## config.mk

```make
export PLATFORM = sky130hd
export DESIGN_NAME = irq_steer_reg
export DESIGN_NICKNAME = d
export VERILOG_FILES = /design/src/rtl/irq_steer_reg.sv
export SDC_FILE = /design/constraint.sdc
export NUM_CORES = 1
export LEC_CHECK = 0
export ABC_AREA = 1
export BUFFER_PORTS_ARGS = -buffer_cell sky130_fd_sc_hd__clkbuf_2
export CAP_MARGIN = 5
export CORE_MARGIN = 10
export CORE_UTILIZATION = 40
export DETAILED_ROUTE_END_ITERATION = 8
export PLACE_DENSITY = 0.72
export SYNTH_ARGS = -nofsm -noshare
export SYNTH_HDL_FRONTEND = slang
export SYNTH_SLANG_ARGS = --single-unit
```

## constraint.sdc

```tcl
create_clock -name clk -period 1.3 [get_ports clk]
set_clock_uncertainty 0.2 [all_clocks]
set_input_delay 0.065 -clock clk [delete_from_list [all_inputs] [get_ports clk]]
set_output_delay 0.065 -clock clk [all_outputs]
set_load 0.005 [all_outputs]
```

## src/rtl/irq_steer_reg.sv

```systemverilog
module irq_steer_reg #(
  parameter int NUM_SRC   = 8,
  parameter int FIELD_W   = 3,
  parameter int STRIDE    = 4,
  parameter int NUM_LINES = 7
) (
  input  logic                         clk,
  input  logic                         rst_n,
  input  logic                         bus_we,
  input  logic [NUM_SRC*STRIDE-1:0]    bus_wdata,
  output logic [NUM_SRC*STRIDE-1:0]    bus_rdata,
  input  logic [NUM_SRC-1:0]           src_active,
  output logic [NUM_LINES-1:0]         irq_line,
  output logic [$clog2(NUM_LINES+1)-1:0] irq_level
);
  localparam int REG_W = NUM_SRC * STRIDE;
  localparam int LVL_W = $clog2(NUM_LINES + 1);

  function automatic logic [REG_W-1:0] field_mask();
    logic [REG_W-1:0] m = '0;
    for (int k = 0; k < NUM_SRC; k++) m[STRIDE*k +: FIELD_W] = '1;
    return m;
  endfunction
  localparam logic [REG_W-1:0] RD_MASK = field_mask();

  logic [REG_W-1:0] ctrl_q;

  always_ff @(posedge clk) begin
    if (!rst_n)      ctrl_q <= '0;
    else if (bus_we) ctrl_q <= bus_wdata & RD_MASK;
  end

  assign bus_rdata = ctrl_q;

  for (genvar j = 0; j < NUM_LINES; j++) begin : g_line
    logic [NUM_SRC-1:0] hit;
    for (genvar k = 0; k < NUM_SRC; k++) begin : g_src
      assign hit[k] = src_active[k] &&
                      (ctrl_q[STRIDE*k +: FIELD_W] == FIELD_W'(j + 1));
    end
    assign irq_line[j] = |hit;
  end

  always_comb begin
    irq_level = '0;
    for (int j = 0; j < NUM_LINES; j++)
      if (irq_line[j]) irq_level = LVL_W'(j + 1);
  end

  assert_write_store_R2: assert property (@(posedge clk) disable iff (!rst_n)
    bus_we |=> bus_rdata == ($past(bus_wdata) & RD_MASK));

  assert_hold_R7: assert property (@(posedge clk) disable iff (!rst_n)
    !bus_we |=> $stable(bus_rdata));

  assert_all_off_R3: assert property (@(posedge clk) disable iff (!rst_n)
    (bus_rdata == '0) |-> (irq_line == '0));

  assert_no_src_R8: assert property (@(posedge clk) disable iff (!rst_n)
    (src_active == '0) |-> (irq_line == '0));

  assert_level_zero_R6: assert property (@(posedge clk) disable iff (!rst_n)
    (irq_line == '0) == (irq_level == '0));

  assert_level_line_R6: assert property (@(posedge clk) disable iff (!rst_n)
    (irq_level != '0) |-> irq_line[irq_level - 1'b1]);
endmodule

```

==> results summary <==
The H-tree depth reported by CTS is 1. Dividing the final minimum period by the clock period gives 1.45. The first routing iteration left 56 violations. The floorplan step defined a die boundary enclosing 6990 sq um. For this run, the number of standard cells in the final layout without fillers is 464. The top cell types in the final layout, fill and taps aside, are clkbuf_2, buf_4, nand2_1. The overall power consumption came out at 2.28 mW. The cell area after layout is 2970 sq um. The maximum buffer depth of the clock tree came out at 2.

The first-pass GRT wire length is 9470 microns. The final-stage net count is 458. Input and output buffers added on the ports amount to 68.

In the final layout, the share of cells above drive strength 1 is 0.553. The CTS buffer count came out at 3. In this run the worst path has a maximum fanout of 5.

The highest attainable clock frequency came out at 532 MHz. The count of state elements after synthesis came out at 24. The clock latency on the worst-skew pair is 0.27 ns. Setup repair after global routing could not meet its margin everywhere. In the synthesized netlist, the number of instances is 266. Before antenna repair, the detailed router went through 4 iterations. The checks that failed: negative setup slack. The power density over cell area is 769 nW/um^2. The worst-case vdd ir drop is 0.568 mV. The share of the Yosys chip area taken by registers is 0.297. The die extent in y came out at 83.6 microns. Internal power comes to 1.54 mW.

Leaving out fill and tap cells, the most frequent cell in the layout is clkbuf_2. The net load switching power is 0.740 mW. The initial utilization of the core area, before any placement, comes to 0.410.

The layer flagged by global routing as most heavily used is met2. Summing every instance area after synthesis gives 1620 sq um. In the global route stage, met2 resource usage came out at 0.295. The required time at the endpoint of the critical path came out at 1.03 ns.

The class of the tightest hold or removal check is in -> reg. The number of placement rows came out at 23. The sequential share of power is 0.377.

The master cell of the clock root buffer is clkbuf_8. From synthesis to final layout, the design area changed by 83.6%. The met1 track demand over resource in global routing came out at 0.164. The number of antenna-violating nets in the routed design is 0. The global routing usage on met3 is 0.0469.

The remaining design rule violation count is 0. The hold violation count in the final report is 0. The routed wire length per instance is 12.7 microns. The initial antenna violation count came to 0. The total clock sinks is 24. The number of vias per cell is 4.60. The clock edge transition at the registers on the reported setup and hold paths came out at 0.09 ns. The total of endpoints with negative setup slack in the final report is 10. The register with the most flip-flops in the layout has 24 of them.

The critical path startpoint category is a flop. The number of diodes added for antenna fixing came out at 0. The critical path is of the reg -> out type.

The placeable core region is 3940 sq um. The number of library cell types mapped by synthesis is 28. The TritonCTS clock tree is yes. The part of the power in combinational logic is 0.392. The maximum number of pins on one net before global-route repair is 47. The average instance in the mapped netlist occupies 6.08 sq um.

The nature of the critical path endpoint is an output port. The detailed-placement wirelength estimate came out at 4290 microns. The overall global routing resource usage is 0.157. The final RePlAce weighted congestion came out at 0.932. The count of warnings emitted by yosys is 0.

The number of violations of the max-capacitance limit is 0. The number of max-slew violations in the final report is 0. The setup slack after layout is -0.580 ns. The vias after detailed routing is 2133. The final critical path time including I/O delays and setup came out at 1.88 ns.

The run finished, with violations left. The count of pins on the block boundary came out at 85. The arrival time at the worst endpoint is 1.62 ns.

The static leakage is 1.54 nW. The final layout contains routed wiring with a total length of 5880 microns. The number of global-route vias before repair came out at 2127. The cell count after placement is 422. The area after detailed placement is 2340 sq um. For this run the aggregate overflow at the end of global routing stands at 0. The die outline width came out at 83.6 microns. The clock network fraction of design power is 0.231. Of the total power, the share spent switching nets is 0.324.
power by group through the flow:
stage / Clock (mW) / Sequential, mW / Combinational [mW]
after global routing: 0.573 / 0.871 / 0.985
after detailed placement: 0 / 0.874 / 0.687
after global placement: 0 / 0.872 / 0.679
final: 0.527 / 0.861 / 0.895
after floorplan: 0 / 0.873 / 0.318
after CTS: 0.550 / 0.859 / 0.808
Yosys cell counts:
master,instances,area share
nand4_2,2,0.015
o22ai_1,1,0.0039
dfxtp_1,24,0.30
nor2_4,1,0.0070
o21ai_1,2,0.0062
nor3_1,6,0.019
o21ai_0,24,0.074
nand2_2,3,0.012
nand3_1,14,0.043
nor2_1,37,0.086
o31ai_1,2,0.0093
nand4_1,4,0.015
inv_1,31,0.072
nor3_2,2,0.012
a21oi_1,22,0.068
nand3_2,2,0.012
clkbuf_1,6,0.014
nor2_2,4,0.015
a32oi_1,1,0.0054
nand2b_2,1,0.0054
conb_1,1,0.0023
buf_4,8,0.037
nor4_2,1,0.0077
and2_1,2,0.0077
nand2_1,52,0.12
clkinv_1,1,0.0023
a31oi_1,1,0.0039
inv_2,11,0.026
critical path: stages (launching register included):
cell and delay, ns:
dfxtp_4 0.38, inv_1 0.05, nand2_1 0.07, nor2_1 0.06, nor2_2 0.09, nand2_1 0.08, nor2_2 0.13, buf_4 0.13
inv_2 0.05, o21ai_2 0.13, nand2_1 0.06, clkbuf_2 0.11
layer usage:
metal  wire [microns]  vias up  share of wire
li1                 -     1140              -
met1             2450      938           0.42
met2             3030       48           0.52
met3              331        7          0.056
met4               62        0          0.011
met5                0        -              0
stage by stage:
stage / utilization / worst slack, ns / hold WS, ns / TNS [ns]
floorplan: - / 0.000898 / -0.00410 / 0
global placement: 0.595 / -0.223 / 0.0925 / -1.25
detailed placement: 0.595 / -0.238 / 0.0958 / -1.34
CTS: 0.716 / -0.520 / 0.0569 / -4.21
global route: 0.753 / -0.691 / 0.0809 / -5.47
finish: 0.753 / -0.580 / 0.0548 / -4.69
logic make-up (layout without fill, tap and decap cells):
kind of cell / count (synthesis) / after routing / synth area share
AOI/OAI and AO/OA: 53 / 53 / 0.171
buffers and inverters: 57 / 198 / 0.151
DFF: 24 / 24 / 0.297
other: 1 / 8 / 0.00232
and+or+nand+nor: 131 / 131 / 0.379
path summary, 6_finish.rpt:
check | from | to | slack, ns | cells after the start
setup / recovery | bus_rdata[10] | irq_level[1] | -0.58 | 11
setup reg to reg | bus_rdata[5] | bus_rdata[5] | 0.20 | 4
hold / removal | bus_we | bus_rdata[18] | 0.05 | 4
hold reg to reg | bus_rdata[28] | bus_rdata[28] | 0.33 | 2
area by class of cell:
class                      count  area [sq um]
clock buffer                   4          55.1
fill                         315           972
inverter                      43           171
multi-input combinational    192          1060
sequential                    24           543
tap                           50          62.6
timing repair buffer         151          1080
repair_timing:
item	CTS	global route
setup endpoints to repair	10	10
hold buffers	25	0
gates cloned	0	0
hold endpoints to repair	24	0
pin swaps	21	21
resized for setup	47	37
setup buffers	9	5
Power figures use the tool's default switching activity.
